### src/rtl/rts_pkg.sv
package rts_pkg;

    // Pass engine: one write burst, optional idle, one read burst
    typedef enum logic [2:0] {
        PE_IDLE,
        PE_WRITE,
        PE_WAIT,
        PE_READ,
        PE_DRAIN,
        PE_DONE
    } pe_state_t;

    // Search controller: grow phase then refine phase
    typedef enum logic [2:0] {
        SR_IDLE,
        SR_GROW,
        SR_GROW_WAIT,
        SR_REFINE,
        SR_REFINE_WAIT
    } sr_state_t;

endpackage

### src/rtl/rts_pass_engine.sv
module rts_pass_engine
    import rts_pkg::*;
#(
    parameter int ADDR_W = 4,
    parameter int DLY_W  = 16
) (
    input  logic              clk,
    input  logic              rst_n,
    input  logic              go,
    input  logic [DLY_W-1:0]  dly,
    output logic              mem_we,
    output logic              mem_re,
    output logic [ADDR_W-1:0] mem_addr,
    output logic              mem_wdata,
    input  logic              mem_rdata,
    output logic              pass_done,
    output logic              pass_fail,
    output logic              fail_valid,
    output logic [ADDR_W-1:0] fail_addr
);

    localparam int unsigned       CELLS   = 1 << ADDR_W;
    localparam logic [DLY_W:0]    CELLS_X = (DLY_W+1)'(CELLS);
    localparam logic [ADDR_W-1:0] LAST    = {ADDR_W{1'b1}};

    pe_state_t          st_q, st_d;
    logic [ADDR_W-1:0]  addr_q;
    logic [DLY_W-1:0]   idle_q;
    logic [DLY_W-1:0]   idle_calc;
    logic [DLY_W:0]     dly_x;
    logic               rd_pend_q;
    logic [ADDR_W-1:0]  rd_addr_q;
    logic               fail_q;

    // Idle count: requested delay minus the burst length, floored at zero
    always_comb begin
        dly_x = {1'b0, dly};
        if (dly_x > CELLS_X) begin
            idle_calc = DLY_W'(dly_x - CELLS_X);
        end else begin
            idle_calc = '0;
        end
    end

    // State register
    always_ff @(posedge clk) begin
        if (!rst_n) begin
            st_q <= PE_IDLE;
        end else begin
            st_q <= st_d;
        end
    end

    // Next state
    always_comb begin
        st_d = st_q;
        unique case (st_q)
            PE_IDLE: begin
                if (go) st_d = PE_WRITE;
            end
            PE_WRITE: begin
                if (addr_q == LAST) begin
                    st_d = (idle_q == '0) ? PE_READ : PE_WAIT;
                end
            end
            PE_WAIT: begin
                if (idle_q == DLY_W'(1)) st_d = PE_READ;
            end
            PE_READ: begin
                if (addr_q == LAST) st_d = PE_DRAIN;
            end
            PE_DRAIN: st_d = PE_DONE;
            PE_DONE:  st_d = PE_IDLE;
            default:  st_d = PE_IDLE;
        endcase
    end

    // Datapath registers
    always_ff @(posedge clk) begin
        if (!rst_n) begin
            addr_q    <= '0;
            idle_q    <= '0;
            rd_pend_q <= 1'b0;
            rd_addr_q <= '0;
            fail_q    <= 1'b0;
        end else begin
            rd_pend_q <= (st_q == PE_READ);
            rd_addr_q <= addr_q;
            unique case (st_q)
                PE_IDLE: begin
                    if (go) begin
                        addr_q <= '0;
                        idle_q <= idle_calc;
                        fail_q <= 1'b0;
                    end
                end
                PE_WRITE: addr_q <= addr_q + 1'b1;
                PE_WAIT:  idle_q <= idle_q - 1'b1;
                PE_READ:  addr_q <= addr_q + 1'b1;
                default: ;
            endcase
            if (fail_valid) fail_q <= 1'b1;
        end
    end

    // Outputs
    always_comb begin
        mem_we     = (st_q == PE_WRITE);
        mem_re     = (st_q == PE_READ);
        mem_wdata  = (st_q == PE_WRITE);
        mem_addr   = addr_q;
        pass_done  = (st_q == PE_DONE);
        pass_fail  = fail_q;
        fail_valid = rd_pend_q & ~mem_rdata;
        fail_addr  = rd_addr_q;
    end

endmodule

### src/rtl/rts_step_calc.sv
module rts_step_calc #(
    parameter int DLY_W  = 16,
    parameter int MULT_W = 4
) (
    input  logic [DLY_W-1:0]  cur,
    input  logic [MULT_W-1:0] mult,
    input  logic [DLY_W-1:0]  tref,
    input  logic [DLY_W-1:0]  res,
    input  logic [DLY_W-1:0]  lo,
    input  logic [DLY_W-1:0]  hi,
    output logic [DLY_W-1:0]  grow_next,
    output logic [DLY_W-1:0]  mid,
    output logic              narrow
);

    localparam int PW = DLY_W + MULT_W;

    logic [MULT_W-1:0] mult_eff;
    logic [DLY_W-1:0]  res_eff;
    logic [PW-1:0]     prod;
    logic [DLY_W-1:0]  gap;

    always_comb begin
        mult_eff  = (mult < MULT_W'(2)) ? MULT_W'(2) : mult;
        res_eff   = (res == '0) ? DLY_W'(1) : res;
        prod      = PW'(cur) * PW'(mult_eff);
        grow_next = (prod >= PW'(tref)) ? tref : prod[DLY_W-1:0];
        gap       = hi - lo;
        mid       = lo + (gap >> 1);
        narrow    = (gap <= res_eff);
    end

endmodule

### src/rtl/rts_search_ctl.sv
module rts_search_ctl
    import rts_pkg::*;
#(
    parameter int DLY_W  = 16,
    parameter int MULT_W = 4
) (
    input  logic              clk,
    input  logic              rst_n,
    input  logic              start,
    input  logic [DLY_W-1:0]  cfg_init_dly,
    input  logic [MULT_W-1:0] cfg_mult,
    input  logic [DLY_W-1:0]  cfg_tref,
    input  logic [DLY_W-1:0]  cfg_res,
    input  logic              pass_done,
    input  logic              pass_fail,
    output logic              go,
    output logic [DLY_W-1:0]  go_dly,
    output logic              busy,
    output logic              done,
    output logic [DLY_W-1:0]  tail_dly,
    output logic              no_tail
);

    sr_state_t          st_q, st_d;
    logic [DLY_W-1:0]   cur_q, lo_q, hi_q, tail_q;
    logic [MULT_W-1:0]  mult_q;
    logic [DLY_W-1:0]   tref_q, res_q;
    logic               done_q, no_tail_q;

    logic [DLY_W-1:0]   init_eff, first_dly;
    logic [DLY_W-1:0]   cand_lo, cand_hi;
    logic [DLY_W-1:0]   grow_next, mid;
    logic               narrow;

    // Bracket after the current pass result
    always_comb begin
        init_eff  = (cfg_init_dly == '0) ? DLY_W'(1) : cfg_init_dly;
        first_dly = (init_eff > cfg_tref) ? cfg_tref : init_eff;
        cand_lo   = pass_fail ? lo_q  : cur_q;
        cand_hi   = pass_fail ? cur_q : hi_q;
    end

    rts_step_calc #(
        .DLY_W  (DLY_W),
        .MULT_W (MULT_W)
    ) u_step (
        .cur       (cur_q),
        .mult      (mult_q),
        .tref      (tref_q),
        .res       (res_q),
        .lo        (cand_lo),
        .hi        (cand_hi),
        .grow_next (grow_next),
        .mid       (mid),
        .narrow    (narrow)
    );

    // State register
    always_ff @(posedge clk) begin
        if (!rst_n) begin
            st_q <= SR_IDLE;
        end else begin
            st_q <= st_d;
        end
    end

    // Next state
    always_comb begin
        st_d = st_q;
        unique case (st_q)
            SR_IDLE: begin
                if (start) st_d = SR_GROW;
            end
            SR_GROW: st_d = SR_GROW_WAIT;
            SR_GROW_WAIT: begin
                if (pass_done) begin
                    if (pass_fail) begin
                        st_d = narrow ? SR_IDLE : SR_REFINE;
                    end else if (cur_q == tref_q) begin
                        st_d = SR_IDLE;
                    end else begin
                        st_d = SR_GROW;
                    end
                end
            end
            SR_REFINE: st_d = SR_REFINE_WAIT;
            SR_REFINE_WAIT: begin
                if (pass_done) st_d = narrow ? SR_IDLE : SR_REFINE;
            end
            default: st_d = SR_IDLE;
        endcase
    end

    // Search registers
    always_ff @(posedge clk) begin
        if (!rst_n) begin
            cur_q     <= '0;
            lo_q      <= '0;
            hi_q      <= '0;
            tail_q    <= '0;
            mult_q    <= '0;
            tref_q    <= '0;
            res_q     <= '0;
            done_q    <= 1'b0;
            no_tail_q <= 1'b0;
        end else begin
            unique case (st_q)
                SR_IDLE: begin
                    if (start) begin
                        mult_q    <= cfg_mult;
                        tref_q    <= cfg_tref;
                        res_q     <= cfg_res;
                        cur_q     <= first_dly;
                        lo_q      <= '0;
                        hi_q      <= '0;
                        tail_q    <= '0;
                        done_q    <= 1'b0;
                        no_tail_q <= 1'b0;
                    end
                end
                SR_GROW_WAIT: begin
                    if (pass_done) begin
                        lo_q <= cand_lo;
                        hi_q <= cand_hi;
                        if (pass_fail) begin
                            if (narrow) begin
                                tail_q <= cand_hi;
                                done_q <= 1'b1;
                            end else begin
                                cur_q <= mid;
                            end
                        end else if (cur_q == tref_q) begin
                            tail_q    <= tref_q;
                            no_tail_q <= 1'b1;
                            done_q    <= 1'b1;
                        end else begin
                            cur_q <= grow_next;
                        end
                    end
                end
                SR_REFINE_WAIT: begin
                    if (pass_done) begin
                        lo_q <= cand_lo;
                        hi_q <= cand_hi;
                        if (narrow) begin
                            tail_q <= cand_hi;
                            done_q <= 1'b1;
                        end else begin
                            cur_q <= mid;
                        end
                    end
                end
                default: ;
            endcase
        end
    end

    // Outputs
    always_comb begin
        go       = (st_q == SR_GROW) || (st_q == SR_REFINE);
        go_dly   = cur_q;
        busy     = (st_q != SR_IDLE);
        done     = done_q;
        tail_dly = tail_q;
        no_tail  = no_tail_q;
    end

endmodule

### src/rtl/retention_tail_search.sv
module retention_tail_search #(
    parameter int ROW_W  = 2,
    parameter int COL_W  = 2,
    parameter int DLY_W  = 16,
    parameter int MULT_W = 4
) (
    input  logic                   clk,
    input  logic                   rst_n,
    input  logic                   start,
    input  logic [DLY_W-1:0]       cfg_init_dly,
    input  logic [MULT_W-1:0]      cfg_mult,
    input  logic [DLY_W-1:0]       cfg_tref,
    input  logic [DLY_W-1:0]       cfg_res,
    output logic                   busy,
    output logic                   done,
    output logic [DLY_W-1:0]       tail_dly,
    output logic                   no_tail,
    output logic                   pass_fail,
    output logic                   fail_valid,
    output logic [ROW_W+COL_W-1:0] fail_addr,
    output logic                   mem_we,
    output logic                   mem_re,
    output logic [ROW_W+COL_W-1:0] mem_addr,
    output logic                   mem_wdata,
    input  logic                   mem_rdata
);

    localparam int ADDR_W = ROW_W + COL_W;

    logic             go;
    logic [DLY_W-1:0] go_dly;
    logic             pass_done;

    rts_search_ctl #(
        .DLY_W  (DLY_W),
        .MULT_W (MULT_W)
    ) u_search (
        .clk          (clk),
        .rst_n        (rst_n),
        .start        (start),
        .cfg_init_dly (cfg_init_dly),
        .cfg_mult     (cfg_mult),
        .cfg_tref     (cfg_tref),
        .cfg_res      (cfg_res),
        .pass_done    (pass_done),
        .pass_fail    (pass_fail),
        .go           (go),
        .go_dly       (go_dly),
        .busy         (busy),
        .done         (done),
        .tail_dly     (tail_dly),
        .no_tail      (no_tail)
    );

    rts_pass_engine #(
        .ADDR_W (ADDR_W),
        .DLY_W  (DLY_W)
    ) u_pass (
        .clk        (clk),
        .rst_n      (rst_n),
        .go         (go),
        .dly        (go_dly),
        .mem_we     (mem_we),
        .mem_re     (mem_re),
        .mem_addr   (mem_addr),
        .mem_wdata  (mem_wdata),
        .mem_rdata  (mem_rdata),
        .pass_done  (pass_done),
        .pass_fail  (pass_fail),
        .fail_valid (fail_valid),
        .fail_addr  (fail_addr)
    );

endmodule

### config.mk
export PLATFORM = sky130hd
export DESIGN_NAME = retention_tail_search
export DESIGN_NICKNAME = d
export VERILOG_FILES = /design/src/rtl/rts_pkg.sv /design/src/rtl/rts_pass_engine.sv /design/src/rtl/rts_step_calc.sv /design/src/rtl/rts_search_ctl.sv /design/src/rtl/retention_tail_search.sv
export SDC_FILE = /design/constraint.sdc
export NUM_CORES = 1
export LEC_CHECK = 0
export ABC_CLOCK_PERIOD_IN_PS = 15500
export BUFFER_PORTS_ARGS = -buffer_cell sky130_fd_sc_hd__buf_2
export CORE_UTILIZATION = 55
export CTS_CLUSTER_SIZE = 8
export DETAILED_ROUTE_END_ITERATION = 7
export PLACE_DENSITY = 0.76
export SLEW_MARGIN = 20
export SYNTH_ARGS = -nofsm -noshare
export SYNTH_HDL_FRONTEND = slang
export SYNTH_HIERARCHICAL = 1
export SYNTH_SLANG_ARGS = --single-unit
### constraint.sdc
create_clock -name clk -period 15.5 [get_ports clk]
set_input_delay 0.775 -clock clk [delete_from_list [all_inputs] [get_ports clk]]
set_output_delay 0.775 -clock clk [all_outputs]
set_load 0.1 [all_outputs]
## After elaboration in Yosys (flattened, before gate mapping)

Index checks and enable logic that the tools add are counted.

| word-level totals | value |
|---|---|
| bits in registers | 134 |
| input port bits | 56 |
| output and inout port bits | 32 |
| word-level logic and storage cells | 135 |

| cells by class | value |
|---|---|
| add/subtract/negate cells | 5 |
| $mul | 1 |
| magnitude comparators | 5 |
| eq/ne operators | 24 |
| muxes and demuxes | 56 |
| bitwise logic cells | 2 |
| reductions and logical operators | 26 |

Operator list:

| operator | count |
|---|---|
| two-way mux 16 bit | 22 |
| case mux 16 bit (2 select lines) | 3 |
| case mux 16 bit (3 select lines) | 2 |
| zero test 16 bit | 3 |
| case mux 3 bit (5 select lines) | 2 |
| two-way mux 3 bit | 8 |
| >= comparator 20 x 16 -> 1 bit | 1 |
| multiplier 16 x 4 -> 20 bit | 1 |
| adder 16 x 15 -> 16 bit | 1 |
| equality test 16 x 1 -> 1 bit (second input constant) | 1 |
| equality test 16 bit | 1 |
| > comparator 16 bit | 1 |
| > comparator 16 x 5 -> 1 bit (second input constant) | 1 |
| less-or-equal comparator 16 bit | 1 |
| subtractor 16 x 1 -> 16 bit (second input constant) | 1 |
| subtractor 16 bit | 1 |
| subtractor 16 x 5 -> 16 bit (second input constant) | 1 |
| AND reduction 5 bit | 3 |
| two-way mux 1 bit | 13 |
| equality test 3 x 2 -> 1 bit (second input constant) | 4 |
| nonzero test 2 bit | 6 |
| != test 2 x 1 -> 1 bit (second input constant) | 5 |
| != test 2 bit (second input constant) | 5 |
| equality test 3 bit (second input constant) | 3 |
| 20 further kinds | 29 |

## Depth between registers and ports, before layout

| depth | value |
|---|---|
| depth after elaboration | 9 |
| mapped depth | 30 |
| gate-level depth less buffers | 26 |

## Modules after synthesis

Netlist, hierarchy kept.

By module, submodules not included:

| module | instances | cells an instance | area each (um^2) | seq. area each (um^2) |
|---|---|---|---|---|
| rts_search_ctl | 1 | 794 | 6233.5 | 2102.0 |
| rts_step_calc | 1 | 550 | 4227.8 | 0.0 |
| rts_pass_engine | 1 | 226 | 1874.3 | 580.6 |

## Least setup slack after synthesis

Ideal clock, no wire load.

| timing path | value |
|---|---|
| path kind | reg2reg |
| from | reg u_pass.fail_q, in the netlist u_pass/pass_fail |
| to | reg u_search.cur_q[6], in the netlist u_search/go_dly[6] |
| library setup time | 0.136 ns |
| arrival time | 6.227 ns |
| required time | 15.364 ns |
| path slack | 9.136 ns |
| stages on the path, launching flop included | 29 |
| path buffers | 5 |
| clock period less this slack | 6.364 ns |
| cells stage by stage | dfxtp_1 -> clkbuf_1 -> buf_2 -> buf_2 -> mux2_2 -> ha_1 -> inv_1 -> fa_1 -> a21o_1 -> a21oi_1 -> o21bai_1 -> a41o_1 -> a211oi_1 -> o21bai_1 -> a21oi_1 -> xnor2_1 -> ha_1 -> nand3_1 -> nor2_1 -> nand3_1 -> o32a_1 -> o21ai_0 -> buf_2 -> buf_1 -> mux2i_1 -> nor2_1 -> a221o_1 -> a31oi_1 -> a31oi_1 |

| between the ends | value |
|---|---|
| cells in the longest elaborated chain, start to end | 7 |
| elaborated cells on any way between the ends | 12 |
| those cells by class | add/sub (2); order compare (1); eq/ne (1); mux (7); reduce/logical (1) |

RTL lines:

| item | RTL line | source |
|---|---|---|
| from (decl) | rts_pass_engine.sv:33 | `logic fail_q;` |
| from (signal assigned) | rts_pass_engine.sv:85 | `fail_q <= 1'b0;` |
| from (signal assigned) | rts_pass_engine.sv:94 | `fail_q <= 1'b0;` |
| from (signal assigned) | rts_pass_engine.sv:102 | `if (fail_valid) fail_q <= 1'b1;` |
| two-way mux 16 bit * | rts_search_ctl.sv:39 | `cand_lo = pass_fail ? lo_q : cur_q;` |
| via u_search.cand_lo[0] | rts_search_ctl.sv:31 | `logic [DLY_W-1:0] cand_lo, cand_hi;` |
| subtractor 16 bit * | rts_step_calc.sv:28 | `gap = hi - lo;` |
| less-or-equal comparator 16 bit * | rts_step_calc.sv:30 | `narrow = (gap <= res_eff);` |
| via u_search.narrow | rts_search_ctl.sv:33 | `logic narrow;` |
| two-way mux 16 bit * | rts_search_ctl.sv:126, rts_search_ctl.sv:145 |  |
| two-way mux 16 bit | rts_search_ctl.sv:125 | `if (pass_fail) begin` |
| two-way mux 16 bit | rts_search_ctl.sv:122 | `if (pass_done) begin` |
| case mux 16 bit (3 select lines) * | rts_search_ctl.sv:107 | `unique case (st_q)` |
| to (signal assigned) | rts_search_ctl.sv:113 | `cur_q <= first_dly;` |
| to (signal assigned) | rts_search_ctl.sv:130 | `cur_q <= mid;` |
| to (signal assigned) | rts_search_ctl.sv:149 | `cur_q <= mid;` |
| to (decl) | rts_search_ctl.sv:25 | `logic [DLY_W-1:0] cur_q, lo_q, hi_q, tail_q;` |

The timed path passes the listed nets; every way through them passes the cells marked *. The select of a mux whose other input is x is not followed.
A chain may end at the register's enable or synchronous reset.

## Worst setup path in the final report

| timing path | value |
|---|---|
| from | reg u_search.mult_q[3] |
| to | reg u_search.cur_q[10], in the netlist u_search/go_dly[10] |

| between the ends | value |
|---|---|
| cells in the longest elaborated chain, start to end | 9 |

RTL lines:

| item | RTL line | source |
|---|---|---|
| from (decl) | rts_search_ctl.sv:26 | `logic [MULT_W-1:0] mult_q;` |
| from (signal assigned) | rts_search_ctl.sv:110 | `mult_q <= cfg_mult;` |
| less-than comparator 4 x 2 -> 1 bit | rts_step_calc.sv:24 | `mult_eff = (mult < MULT_W'(2)) ? MULT_W'(2) : mult;` |
| two-way mux 4 bit * | rts_step_calc.sv:24 |  |
| multiplier 16 x 4 -> 20 bit * | rts_step_calc.sv:26 | `prod = PW'(cur) * PW'(mult_eff);` |
| >= comparator 20 x 16 -> 1 bit | rts_step_calc.sv:27 | `grow_next = (prod >= PW'(tref)) ? tref : prod[DLY_W-1:0];` |
| two-way mux 16 bit * | rts_step_calc.sv:27 |  |
| via u_search.grow_next[10] | rts_search_ctl.sv:32 | `logic [DLY_W-1:0] grow_next, mid;` |
| two-way mux 16 bit * | rts_search_ctl.sv:132 | `end else if (cur_q == tref_q) begin` |
| two-way mux 16 bit * | rts_search_ctl.sv:125 |  |
| two-way mux 16 bit * | rts_search_ctl.sv:122 |  |
| case mux 16 bit (3 select lines) * | rts_search_ctl.sv:107 |  |
| to (signal assigned) | rts_search_ctl.sv:113 |  |
| to (signal assigned) | rts_search_ctl.sv:130 |  |
| to (signal assigned) | rts_search_ctl.sv:137 | `cur_q <= grow_next;` |

Marks and branches as above.

==> flow_summary.ini <==
[yosys]
yosys.area_share.adder = 0.157
synth_top_area_frac = 0.217
synth_top_family_by_area = compound AO/OA/AOI/OAI gates
synth_area_leaders = dfxtp_1 22%, ha_1 11%, nand2_1 5.3%
synthXorXnorAreaFrac = 0.0476
synth_area_leader_cell = dfxtp_1
synth_nets = 1763
synth_cell_types = 88
syn-cell-area_um2 = 12300
yosys.area_share.simple = 0.217
synthMuxAreaShare = 0.0604
ys.flop_type = dfxtp_1
synth_edf_count = 0
synthArstFlopShare = 0
yosys_warnings = 6
yosysSeqAreaShare = 0.217
syn_inst = 1570
synth_compound_area_frac = 0.217
synth_area_per_cell_um2 = 7.86
synth-seq-cells = 134

[worst_hold_path]
whs_endpoint = u_search/lo_q[1]
hold_path_class = register to register
worstHoldStart = u_search/lo_q[1]
holdPathStages = 2

[routing]
ant_nets = 0
wirelength_um = 37300
wl_met2_um = 17300
top_layer = met5
drt_pass1_iterations = 7
drc = 0
drt-met1-wl_um = 15400
drtIter0Drc = 1137
num_vias = 11810
viasPerCell = 6.27
wl_per_cell_um = 19.8
wl_met3_um = 2800

[grt]
grt_pass1_vias = 11153
grtUsageTotal = 0.332
grt.overflow.total = 0
grt_pass1_wl_um = 58900
grt_max_degree = 99
grt_antenna_before_repair = 2

[sta]
period_needed_ns = 7.42
slew_headroom = 0.307
fin_worst_skew_ns = 0.0118
hold_violations = 0
grt_setup_unrepaired = false
fmax_ghz = 0.135
fin_tns_setup_ns = 0
fin_hold_ws_ns = 0.465
setup_slack_ns = 8.08
finalCritPeriodShare = 0.479
worstMarginPinSlew_ns = 1.04
drv_slew = 0
setup_viol = 0

[placement]
dp_hpwl_um = 26100
port_buffers = 87
dp_worst_setup_slack_ns = 8.22
globalplace.congestion = 0.975

[die]
initial_core_util = 0.564
fp.dieW_um = 152
rows = 54
die_area_um2 = 23000
dieHeight_um = 152
io_pins = 88
coreArea_um2 = 21900

[worst_setup_path]
cp_max_fo = 19
timing.rr.end = u_search/go_dly[10]
crit_type = register to register
required_ns = 15.80
reg2reg_depth = 24
r2r_start = u_search/mult_q[3]
startpoint_type = register
ff2ff_setup_slack_ns = 8.08
cp-end-kind = register
cp_data_arrival_time_ns = 7.73

[power_and_ir_drop]
p_per_area_nw_per_um2 = 128
ir_drop_v = 0.0000940
p_leak_nw = 5.85
total_power_w = 0.00170

[cells_and_area]
drive_gt1_frac = 0.121
syn_to_final_growth_pct = 8.17
fill_cells = 2025
seqCellArea_um2 = 2680
fin_nets = 1786
final_cell_mix = 175 x nand2_1, 144 x inv_1, 133 x dfxtp_1
diodes = 0
multi_input_area_um2 = 8640
mostFrequentLayoutCell = nand2_1

[clock_tree]
ctsHoldBuffers = 0
cts_tree = yes
clk_pin_slew_ns = 0.07
htreeDepth = 4
cts_resized = 0
clk_path_buf_depth = 2
cts_made_buffers = 17
cts_setup_buffers = 0
clkLatencyLatePin_ns = 0.43
clkSinkCount = 134
root_buffer = clkbuf_16

[run_status]
status = finished clean

[run]
cap_violations = 0
==> worst max-delay path, stage by stage, from the launching register on <==
cell and delay [ns]:
dfxtp_1 0.48, o21bai_1 0.90, nand2_1 0.17, fa_1 0.53
inv_1 0.06, fa_1 0.53, ha_1 0.31, a21oi_1 0.07
o21ai_0 0.30, o22ai_2 0.15, o21ai_0 0.29, a21o_1 0.16
a21oi_1 0.07, xnor2_1 0.24, ha_1 0.31, a211o_1 0.30
a21oi_1 0.12, a31oi_1 0.10, or4_1 0.95, mux2_4 0.46
a221oi_1 0.29, a211oi_1 0.10, a21o_1 0.18, a31oi_1 0.14
a31oi_1 0.09
==> cell usage after synthesis, types with 5 or more instances <==
master,instances
buf_4,5
a21boi_0,52
mux2i_1,35
o21bai_1,8
buf_6,9
a21oi_1,102
o31a_1,5
a211oi_1,9
nand4_1,47
a21o_1,25
fa_1,30
xnor2_1,47
o21ai_0,79
nand2_1,175
inv_1,144
nor2_1,76
dfxtp_1,134
nand2b_1,13
o2bb2ai_1,17
a31oi_1,34
ha_1,107
mux2_2,23
xor2_1,20
mux2_4,9
a221oi_1,8
and2_1,54
nor4_1,11
buf_2,24
clkbuf_1,54
nor2b_1,37
o211ai_1,7
nand3_1,25
buf_1,5
o21a_1,12
nor3_1,35
==> registers in the layout, indices dropped and copies added, names as in the netlist, 4 cells and up <==
name,flops
u_pass/fail_addr,4
u_pass/idle_q,16
u_pass/mem_addr,4
u_search/go_dly,16
u_search/hi_q,16
u_search/lo_q,16
u_search/mult_q,4
u_search/res_q,16
u_search/tail_dly,16
u_search/tref_q,16
==> cell type report <==
cell class | instances | area share
clock buffer | 18 | 0.0322
clock inverter | 13 | 0.0112
inverter | 144 | 0.0405
multi-input combinational | 1194 | 0.647
sequential | 134 | 0.201
tap | 280 | 0.0263
timing repair buffer | 102 | 0.0414
==> metrics by stage <==
stage	util	cells	area (um2)
floorplan	-	1570	12300
global placement	0.583	1853	12800
detailed placement	0.583	1853	12800
CTS	0.609	1884	13300
global route	0.610	1885	13300
finish	0.610	1885	13300
==> layer usage <==
metal / GRT usage / up-vias
met5: 0 / -
met4: 0.179 / 2
met3: 0.0620 / 127
met2: 0.537 / 562
met1: 0.417 / 5575
li1: - / 5544
==> power breakdown <==
part           leakage [nW]  switching [W]  internal (W)
Combinational          4.47       0.000502      0.000344
Sequential             1.09      0.0000724      0.000370
Clock                 0.279       0.000175      0.000239
Total                  5.85       0.000749      0.000953
==> how the worst max path moves through the flow <==
| stage | from | endpoint | cells past startpoint |
|---|---|---|---|
| 3_5_place_dp | u_search/mult_q[3] | u_search/go_dly[10] | 24 |
| 3_3_place_gp | u_search/mult_q[3] | u_search/go_dly[13] | 24 |
| 2_1_floorplan | u_pass/pass_fail | u_search/go_dly[6] | 28 |
| 4_1_cts | u_search/mult_q[3] | u_search/go_dly[10] | 24 |
| 6_report | u_search/mult_q[3] | u_search/go_dly[10] | 24 |
| 5_1_grt | u_search/mult_q[3] | u_search/go_dly[13] | 24 |
==> cell families after synthesis <==
family / after synthesis
compound gates: 408
xor+xnor: 67
fa+ha+maj: 137
buf+inv: 242
flops: 134
mux: 67
simple gates: 515
No activity file was read; power rests on OpenSTA's default activity.
